### config.mk
export PLATFORM = sky130hd
export DESIGN_NAME = sram_ctl
export DESIGN_NICKNAME = d
export VERILOG_FILES = /design/src/rtl/sram_ctl_pkg.sv /design/src/rtl/sram_ctl_timer.sv /design/src/rtl/sram_ctl_seq.sv /design/src/rtl/sram_ctl_pins.sv /design/src/rtl/sram_ctl.sv
export SDC_FILE = /design/constraint.sdc
export NUM_CORES = 1
export LEC_CHECK = 0
export ABC_AREA = 1
export BUFFER_PORTS_ARGS = -buffer_cell sky130_fd_sc_hd__buf_2
export CAP_MARGIN = 15
export CORE_MARGIN = 1.5
export CORE_UTILIZATION = 49
export CTS_BUF_LIST = sky130_fd_sc_hd__clkbuf_8 sky130_fd_sc_hd__clkbuf_16
export DETAILED_ROUTE_END_ITERATION = 8
export PLACE_DENSITY = 0.85
export REMOVE_ABC_BUFFERS = 1
export SETUP_SLACK_MARGIN = 0.5
export SLEW_MARGIN = 20
export SYNTH_ARGS = -nofsm -noshare
export SYNTH_HDL_FRONTEND = slang
export SYNTH_SLANG_ARGS = --single-unit
### constraint.sdc
create_clock -name clk -period 3.15 [get_ports clk]
set_clock_uncertainty 0.1 [all_clocks]
set_input_delay 0.1575 -clock clk [delete_from_list [all_inputs] [get_ports clk]]
set_output_delay 0.1575 -clock clk [all_outputs]
set_load 0.05 [all_outputs]
### src/rtl/sram_ctl_pkg.sv
package sram_ctl_pkg;

    typedef enum logic [2:0] {
        ST_IDLE,
        ST_READ,
        ST_TURN,
        ST_WPULSE,
        ST_WREC
    } ctl_state_e;

    function automatic int imax(input int a, input int b);
        return (a > b) ? a : b;
    endfunction

    // nanoseconds to whole clock cycles, rounded up
    function automatic int ns_to_cyc(input int ns, input int period_ns);
        if (ns <= 0) return 0;
        return (ns + period_ns - 1) / period_ns;
    endfunction

    function automatic int at_least_one(input int c);
        return (c < 1) ? 1 : c;
    endfunction

endpackage

### src/rtl/sram_ctl_timer.sv
module sram_ctl_timer #(
    parameter int CW = 4
) (
    input  logic          clk,
    input  logic          rst,
    input  logic          load,
    input  logic [CW-1:0] load_val,
    output logic          zero
);

    logic [CW-1:0] cnt_q;

    always_ff @(posedge clk) begin
        if (rst)
            cnt_q <= '0;
        else if (load)
            cnt_q <= load_val;
        else if (cnt_q != '0)
            cnt_q <= cnt_q - 1'b1;
    end

    assign zero = (cnt_q == '0);

endmodule

### src/rtl/sram_ctl_seq.sv
module sram_ctl_seq
    import sram_ctl_pkg::*;
#(
    parameter int ADDR_W   = 18,
    parameter int DATA_W   = 32,
    parameter int LANES    = 4,
    parameter int CW       = 2,
    parameter int RD_CYC   = 1,
    parameter int WP_CYC   = 1,
    parameter int WREC_CYC = 1,
    parameter int HZ_CYC   = 1
) (
    input  logic              clk,
    input  logic              rst,
    input  logic              req_valid,
    output logic              req_ready,
    input  logic              req_write,
    input  logic [ADDR_W-1:0] req_addr,
    input  logic [DATA_W-1:0] req_wdata,
    input  logic [LANES-1:0]  req_be,
    output logic              rsp_valid,
    output logic [DATA_W-1:0] rsp_rdata,
    output logic              wr_done,
    input  logic [DATA_W-1:0] dq_i,
    output ctl_state_e        st_nxt,
    output logic [ADDR_W-1:0] addr_nxt,
    output logic [DATA_W-1:0] wdata_nxt,
    output logic [LANES-1:0]  be_nxt
);

    ctl_state_e        state_q;
    logic [ADDR_W-1:0] addr_q;
    logic [DATA_W-1:0] wdata_q;
    logic [LANES-1:0]  be_q;
    logic              accept;
    logic              t_zero;
    logic              t_load;
    logic [CW-1:0]     t_val;

    always_comb begin
        st_nxt = state_q;
        accept = 1'b0;
        case (state_q)
            ST_IDLE: begin
                if (req_valid) begin
                    accept = 1'b1;
                    st_nxt = req_write ? ST_WPULSE : ST_READ;
                end
            end
            ST_READ:   if (t_zero) st_nxt = ST_TURN;
            ST_TURN:   if (t_zero) st_nxt = ST_IDLE;
            ST_WPULSE: if (t_zero) st_nxt = ST_WREC;
            ST_WREC:   if (t_zero) st_nxt = ST_IDLE;
            default:   st_nxt = ST_IDLE;
        endcase
    end

    always_comb begin
        case (st_nxt)
            ST_READ:   t_val = CW'(RD_CYC - 1);
            ST_TURN:   t_val = CW'(HZ_CYC - 1);
            ST_WPULSE: t_val = CW'(WP_CYC - 1);
            ST_WREC:   t_val = CW'(WREC_CYC - 1);
            default:   t_val = '0;
        endcase
    end

    assign t_load    = (st_nxt != state_q);
    assign addr_nxt  = accept ? req_addr  : addr_q;
    assign wdata_nxt = accept ? req_wdata : wdata_q;
    assign be_nxt    = accept ? req_be    : be_q;
    assign req_ready = (state_q == ST_IDLE);

    sram_ctl_timer #(.CW(CW)) timer_i (
        .clk      (clk),
        .rst      (rst),
        .load     (t_load),
        .load_val (t_val),
        .zero     (t_zero)
    );

    always_ff @(posedge clk) begin
        if (rst) begin
            state_q   <= ST_IDLE;
            addr_q    <= '0;
            wdata_q   <= '0;
            be_q      <= '0;
            rsp_valid <= 1'b0;
            rsp_rdata <= '0;
            wr_done   <= 1'b0;
        end else begin
            state_q   <= st_nxt;
            addr_q    <= addr_nxt;
            wdata_q   <= wdata_nxt;
            be_q      <= be_nxt;
            rsp_valid <= (state_q == ST_READ) && t_zero;
            wr_done   <= (state_q == ST_WREC) && t_zero;
            if ((state_q == ST_READ) && t_zero)
                rsp_rdata <= dq_i;
        end
    end

endmodule

### src/rtl/sram_ctl_pins.sv
module sram_ctl_pins
    import sram_ctl_pkg::*;
#(
    parameter int ADDR_W       = 18,
    parameter int LANES        = 4,
    parameter int LANE_W       = 8,
    parameter int OE_LOW_WRITE = 0,
    localparam int DATA_W      = LANES * LANE_W
) (
    input  logic              clk,
    input  logic              rst,
    input  ctl_state_e        st_nxt,
    input  logic [ADDR_W-1:0] addr_nxt,
    input  logic [DATA_W-1:0] wdata_nxt,
    input  logic [LANES-1:0]  be_nxt,
    output logic [ADDR_W-1:0] sram_addr,
    output logic [LANES-1:0]  sram_cs_n,
    output logic              sram_we_n,
    output logic              sram_oe_n,
    output logic [DATA_W-1:0] sram_dq_o,
    output logic              sram_dq_oe
);

    localparam logic OE_N_IN_WRITE = (OE_LOW_WRITE != 0) ? 1'b0 : 1'b1;

    logic [LANES-1:0] cs_n_nxt;
    logic             we_n_nxt;
    logic             oe_n_nxt;
    logic             dq_oe_nxt;

    for (genvar l = 0; l < LANES; l++) begin : g_lane
        assign cs_n_nxt[l] = (st_nxt == ST_READ)   ? 1'b0 :
                             (st_nxt == ST_WPULSE) ? ~be_nxt[l] : 1'b1;
    end

    always_comb begin
        we_n_nxt  = 1'b1;
        oe_n_nxt  = 1'b1;
        dq_oe_nxt = 1'b0;
        case (st_nxt)
            ST_READ:   oe_n_nxt = 1'b0;
            ST_WPULSE: begin
                we_n_nxt  = 1'b0;
                oe_n_nxt  = OE_N_IN_WRITE;
                dq_oe_nxt = 1'b1;
            end
            ST_WREC:   dq_oe_nxt = 1'b1;
            default: ;
        endcase
    end

    always_ff @(posedge clk) begin
        if (rst) begin
            sram_addr  <= '0;
            sram_cs_n  <= '1;
            sram_we_n  <= 1'b1;
            sram_oe_n  <= 1'b1;
            sram_dq_o  <= '0;
            sram_dq_oe <= 1'b0;
        end else begin
            sram_addr  <= addr_nxt;
            sram_cs_n  <= cs_n_nxt;
            sram_we_n  <= we_n_nxt;
            sram_oe_n  <= oe_n_nxt;
            sram_dq_o  <= wdata_nxt;
            sram_dq_oe <= dq_oe_nxt;
        end
    end

endmodule

### src/rtl/sram_ctl.sv
module sram_ctl
    import sram_ctl_pkg::*;
#(
    parameter int CLK_PERIOD_NS = 20,
    parameter int T_AA_NS       = 15,
    parameter int T_RC_NS       = 15,
    parameter int T_WP_NS       = 12,
    parameter int T_WC_NS       = 15,
    parameter int T_DW_NS       = 10,
    parameter int T_WHZ_NS      = 8,
    parameter int T_BUS_HZ_NS   = 8,
    parameter int OE_LOW_WRITE  = 0,
    parameter int ADDR_W        = 18,
    parameter int LANES         = 4,
    parameter int LANE_W        = 8,
    localparam int DATA_W       = LANES * LANE_W
) (
    input  logic              clk,
    input  logic              rst,
    input  logic              req_valid,
    output logic              req_ready,
    input  logic              req_write,
    input  logic [ADDR_W-1:0] req_addr,
    input  logic [DATA_W-1:0] req_wdata,
    input  logic [LANES-1:0]  req_be,
    output logic              rsp_valid,
    output logic [DATA_W-1:0] rsp_rdata,
    output logic              wr_done,
    output logic [ADDR_W-1:0] sram_addr,
    output logic [LANES-1:0]  sram_cs_n,
    output logic              sram_we_n,
    output logic              sram_oe_n,
    output logic [DATA_W-1:0] sram_dq_o,
    output logic              sram_dq_oe,
    input  logic [DATA_W-1:0] sram_dq_i
);

    localparam int RD_CYC   = at_least_one(ns_to_cyc(imax(T_AA_NS, T_RC_NS), CLK_PERIOD_NS));
    localparam int WP_NS    = (OE_LOW_WRITE != 0) ? imax(T_WP_NS, T_WHZ_NS + T_DW_NS)
                                                  : imax(T_WP_NS, T_DW_NS);
    localparam int WP_CYC   = at_least_one(ns_to_cyc(WP_NS, CLK_PERIOD_NS));
    localparam int WC_CYC   = ns_to_cyc(T_WC_NS, CLK_PERIOD_NS);
    localparam int WREC_CYC = at_least_one(WC_CYC - WP_CYC);
    localparam int HZ_CYC   = at_least_one(ns_to_cyc(T_BUS_HZ_NS, CLK_PERIOD_NS));
    localparam int MAX_CYC  = imax(imax(RD_CYC, WP_CYC), imax(WREC_CYC, HZ_CYC));
    localparam int CW       = (MAX_CYC < 2) ? 1 : $clog2(MAX_CYC);

    ctl_state_e        st_nxt;
    logic [ADDR_W-1:0] addr_nxt;
    logic [DATA_W-1:0] wdata_nxt;
    logic [LANES-1:0]  be_nxt;

    sram_ctl_seq #(
        .ADDR_W   (ADDR_W),
        .DATA_W   (DATA_W),
        .LANES    (LANES),
        .CW       (CW),
        .RD_CYC   (RD_CYC),
        .WP_CYC   (WP_CYC),
        .WREC_CYC (WREC_CYC),
        .HZ_CYC   (HZ_CYC)
    ) seq_i (
        .clk       (clk),
        .rst       (rst),
        .req_valid (req_valid),
        .req_ready (req_ready),
        .req_write (req_write),
        .req_addr  (req_addr),
        .req_wdata (req_wdata),
        .req_be    (req_be),
        .rsp_valid (rsp_valid),
        .rsp_rdata (rsp_rdata),
        .wr_done   (wr_done),
        .dq_i      (sram_dq_i),
        .st_nxt    (st_nxt),
        .addr_nxt  (addr_nxt),
        .wdata_nxt (wdata_nxt),
        .be_nxt    (be_nxt)
    );

    sram_ctl_pins #(
        .ADDR_W       (ADDR_W),
        .LANES        (LANES),
        .LANE_W       (LANE_W),
        .OE_LOW_WRITE (OE_LOW_WRITE)
    ) pins_i (
        .clk        (clk),
        .rst        (rst),
        .st_nxt     (st_nxt),
        .addr_nxt   (addr_nxt),
        .wdata_nxt  (wdata_nxt),
        .be_nxt     (be_nxt),
        .sram_addr  (sram_addr),
        .sram_cs_n  (sram_cs_n),
        .sram_we_n  (sram_we_n),
        .sram_oe_n  (sram_oe_n),
        .sram_dq_o  (sram_dq_o),
        .sram_dq_oe (sram_dq_oe)
    );

endmodule

* Word-level counts from Yosys, hierarchy flattened
Cells that the tools add are included. Widths: inputs -> output; s select.
Operators by class: add/sub/neg operators 1, reductions and logical operators 6, muxes and demuxes 20, equality and inequality tests 8, bitwise gates (word level) 5
Operator list (number):
- $mux 1 | 13
- $mux 3 | 4
- $pmux 3 s4 | 1
- $eq 3x2->1 const B | 3
- $eq 3x1->1 const B | 2
- $eq 3x3->1 const B | 2
- $not 1->1 | 5
- $mux 4 | 1
- $reduce_or 2->1 | 2
- $logic_not 3->1 | 1
- $ne 3x3->1 | 1
- $reduce_or 3->1 | 1
- $logic_and 1x1->1 | 2
- $mux 2 | 1
- $sub 1x1->1 const B | 1
Storage, ports and cells: register bits after elaboration 99

* Longest topological paths before layout
word-level depth 6, mapped depth 8

* Modules after synthesis
From an unflattened synthesis, not the netlist that was laid out.
Second synthesis, totals: cells, all modules 711, area, all modules 5455.2 um^2
Modules (own cells, without submodules):
- sram_ctl_seq | cells an instance 522, times used 1, area each 3727.3 um^2
- sram_ctl_pins | cells an instance 185, times used 1, area each 1694.1 um^2
- sram_ctl_timer | cells an instance 4, times used 1, area each 33.8 um^2

* Worst setup path before layout
No wires, ideal clock.
path type reg2reg, start point register seq_i.state_q[1], end point register pins_i.sram_addr[10], period minus slack after synthesis 1.354 ns, cell stages (with the launch flop) 7, arrival 1.183 ns, required time 2.980 ns, path slack 1.796 ns, cells stage by stage dfxtp_1 inv_2 nand2_2 nor2_4 buf_2 nand3_1 a21oi_1
On the way: longest elaborated chain between the ends 2
Ends and longest elaborated chain:
- start, declared | line sram_ctl_seq.sv:31 | ctl_state_e state_q;
- start signal, assigned | line sram_ctl_seq.sv:92 | state_q <= st_nxt;
- $logic_not 3->1
- net req_ready | line sram_ctl.sv:21 | output logic req_ready,
- $mux 1 | line sram_ctl_seq.sv:43 | case (state_q)
- end signal, assigned | line sram_ctl_pins.sv:61 | sram_addr <= addr_nxt;
- end, declared | line sram_ctl_pins.sv:16 | output logic [ADDR_W-1:0] sram_addr,
The timed path passes the listed nets, and every way through them passes these cells. A chain may end at the register's enable or synchronous reset.

* Final worst setup path
start point register seq_i.state_q[1], end point output req_ready
On the way: longest elaborated chain between the ends 1
Ends and longest elaborated chain:
- $logic_not 3->1 | line sram_ctl_seq.sv:72 | assign req_ready = (state_q == ST_IDLE);
- end, declared | line sram_ctl.sv:21
Every way passes these cells.

==> summary.txt <==
Status - finished clean
Largest net degree at the start of global routing - 57
RSZ-0062 raised after global routing - no
Sequential area share after synthesis - 0.5510
GP Congestion - 0.8487
Synth Warn # - 0
Slew margin rel. - 0.3678
Final core occ - 0.7679
Crit end category - output pin
Crit-path cells - inv_2, nand2_2, nor2_4, buf_2
Met2 Use GR - 0.4835
Worst r2r path cells - 6
Routed Wire Length - 11.97 mm
Seq. cell area - 1982 µm²
Sequential share of power - 0.447
DR vias - 4085
Met1 global-route usage - 0.3298
Fill cells - 454
Final net count - 781
Top Usage Layer GRT - met2
Cell internal pwr - 0.002049 W
Synth Register Bits - 99
First-pass GRT wire length - 17.55 mm
P&R area growth vs syn - 53.18%
DRC - 0
Worst hold path class - primary input to register
Gate power share - 0.267
Cell count after synthesis - 446
CP top delay family - buffers and inverters
Pins over their slew limit - 0
# IOs - 182
CP Max Fanout - 25
Avg Vias per Cell - 5.138
Final worst hold slack - 72.23 ps
Routed length per placed instance - 15.05 µm
Hold Crit Depth - 5
Worst path bufs/invs - 2
Worst path depth - 4
Total track usage - 0.2897
Commonest non-fill, non-tap cells in the layout - buf_2, dfxtp_1, dlygate4sd3_1, nor2_1, nand2_1
Worst setup SP type - register
Final setup violation count - 0
GR Overflow Total - 0
CP max-delay cell - nor2_4
NetSw - 0.001078 W
Number of global-route vias before repair - 3823
CTS max path bufs - 2
Core Rows - 31
Power per Cell Area - 567.5 nW/µm²
Arr. time, crit path - 1720 ps
Die height - 88.68 µm
Syn_area_per_cell - 8.065 µm²
Input/output buffers - 181
Setup Fix Bufs, Post-CTS - 0
Post-Route Setup TNS - 0 ps
Slew @ Worst Pin - 947.3 ps
TritonCTS clock tree - done
GR Util met3 - 0.09701
Chip Width - 88.68 µm
DRT Pass-1 Iters - 5
Root Driver - clkbuf_8
Multi-input gate area - 1351 µm²
Clock Power Share - 0.286
Worst Path Required - 2890 ps
CP peak stage delay - 430 ps
H-tree lvl count - 3
Endpoints failing hold - 0
Reg clk slew, reported paths - 110 ps
P_leak - 2.609 nW
Critical path type - register to output pin
Library cells used by synthesis - 23
Core Box Area - 7176 µm²
Antenna Nets Post-Route - 0
Maxcap violations - 0
DP Wirelength - 6.326 mm
Effective utilization at floorplan - 0.5013
Fmax - 0.5058 GHz
VDD IR max - 0.3012 mV
Min Tclk post-route - 1977 ps
CTS sink count - 99
Switching share of power - 0.3447
Die area - 7864 µm²
CTS Buf Count - 9
Clk_lat worst skew - 350 ps
Final period util - 0.6276
Most common cell after layout, fill and taps aside - buf_2
DRT iter0 DRCs - 213
ANT cells - 0
Share of cells above drive strength 1 - 0.3060
Cell area after synthesis - 3597 µm²
Initial antenna violation count - 0
==> Yosys cell counts <==
master    number  area share
conb_1         1      0.0010
nand2_1       63       0.066
buf_2          7      0.0097
o21ai_1        1      0.0014
nand3_4        2      0.0097
nor2_4         3      0.0094
inv_2          4      0.0042
a21oi_1       50       0.070
o22ai_1        1      0.0017
inv_1         18       0.019
dfxtp_1       99        0.55
nand3_1       57       0.079
nor2_2         1      0.0017
nor2_1        73       0.076
o21ai_0       32       0.045
buf_1          1      0.0010
nand2_2        3      0.0052
a31oi_1        1      0.0017
buf_6          5       0.016
nor3_1         1      0.0014
nand4_1        4      0.0070
buf_4          4      0.0083
clkbuf_1      15       0.016
==> stage by stage <==
| step | instances | setup WS, ps | power [W] | instance area (µm²) |
|---|---|---|---|---|
| after global placement | 697 | 1281 | 0.002138 | 4468 |
| after floorplan | 414 | 1155 | 0.001932 | 3416 |
| after CTS | 795 | 1172 | 0.003114 | 5510 |
| after detailed placement | 697 | 1197 | 0.002155 | 4468 |
| after global routing | 795 | 1045 | 0.003256 | 5510 |
| final | 795 | 1173 | 0.003127 | 5510 |
==> state kept, by name, summed over array words and instances (netlist names) <==
| signal | cells |
|---|---|
| pins_i.sram_addr | 18 |
| pins_i.sram_cs_n | 4 |
| pins_i.sram_dq_oe | 1 |
| pins_i.sram_oe_n | 1 |
| seq_i.rsp_rdata | 32 |
| seq_i.state_q | 3 |
| seq_i.timer_i.cnt_q | 1 |
| seq_i.wr_done | 1 |
| seq_i.wdata_q | 32 |
| pins_i.sram_we_n | 1 |
| seq_i.rsp_valid | 1 |
| seq_i.be_q | 4 |
==> repair_timing <==
action | in CTS | in global routing
hold endpoints to repair | 82 | 0
hold buffers | 82 | 0
gates resized for setup | 0 | 0
==> tightest hold or removal path: stages <==
cell and delay [ps]:
buf_2 70, inv_1 40, nand4_1 80, nand3_1 100, inv_1 60
==> final timing paths <==
kind | from | endpoint | slack, ps
setup / recovery | seq_i.state_q[1]$_SDFF_PP0_ | req_ready | 1170
hold / removal | req_be[3] | seq_i.be_q[3]$_SDFF_PP0_ | 70
setup reg to reg | seq_i.state_q[0]$_SDFF_PP0_ | pins_i.sram_cs_n[2]$_SDFF_PP1_ | 1220
hold reg to reg | seq_i.wdata_q[7]$_SDFFE_PP0P_ | seq_i.wdata_q[7]$_SDFFE_PP0P_ | 370
==> metal layers <==
metal,vias to the layer above,wire (µm),share of wire
li1,1940,-,-
met1,1847,4732,0.40
met2,258,5507,0.46
met3,40,1342,0.11
met4,0,385,0.032
met5,-,0,0
==> cell type report <==
type | count | share of cell area
sequential | 99 | 0.3597
timing repair buffer | 266 | 0.3174
multi-input combinational | 293 | 0.2452
clock buffer | 9 | 0.02248
tap | 99 | 0.02248
clock inverter | 7 | 0.01771
inverter | 22 | 0.01499
==> power groups by stage <==
stage          clock network [W]  logic, W  registers, W
3_3_place_gp                   0  0.000721       0.00142
4_1_cts                 0.000909  0.000813       0.00139
3_5_place_dp                   0  0.000734       0.00142
5_1_grt                 0.000962  0.000888       0.00141
6_report                0.000894  0.000836       0.00140
2_1_floorplan                  0  0.000212       0.00172
==> logic make-up (layout without fill, tap and decap cells) <==
family,Yosys count,after routing,synth area share
compound gates,85,85,0.1190
other cells,1,1,0.001042
simple gates,207,207,0.2556
flops,99,99,0.5510
buf+inv,54,304,0.07338
Note: power is estimated with default switching activity, not from simulation.
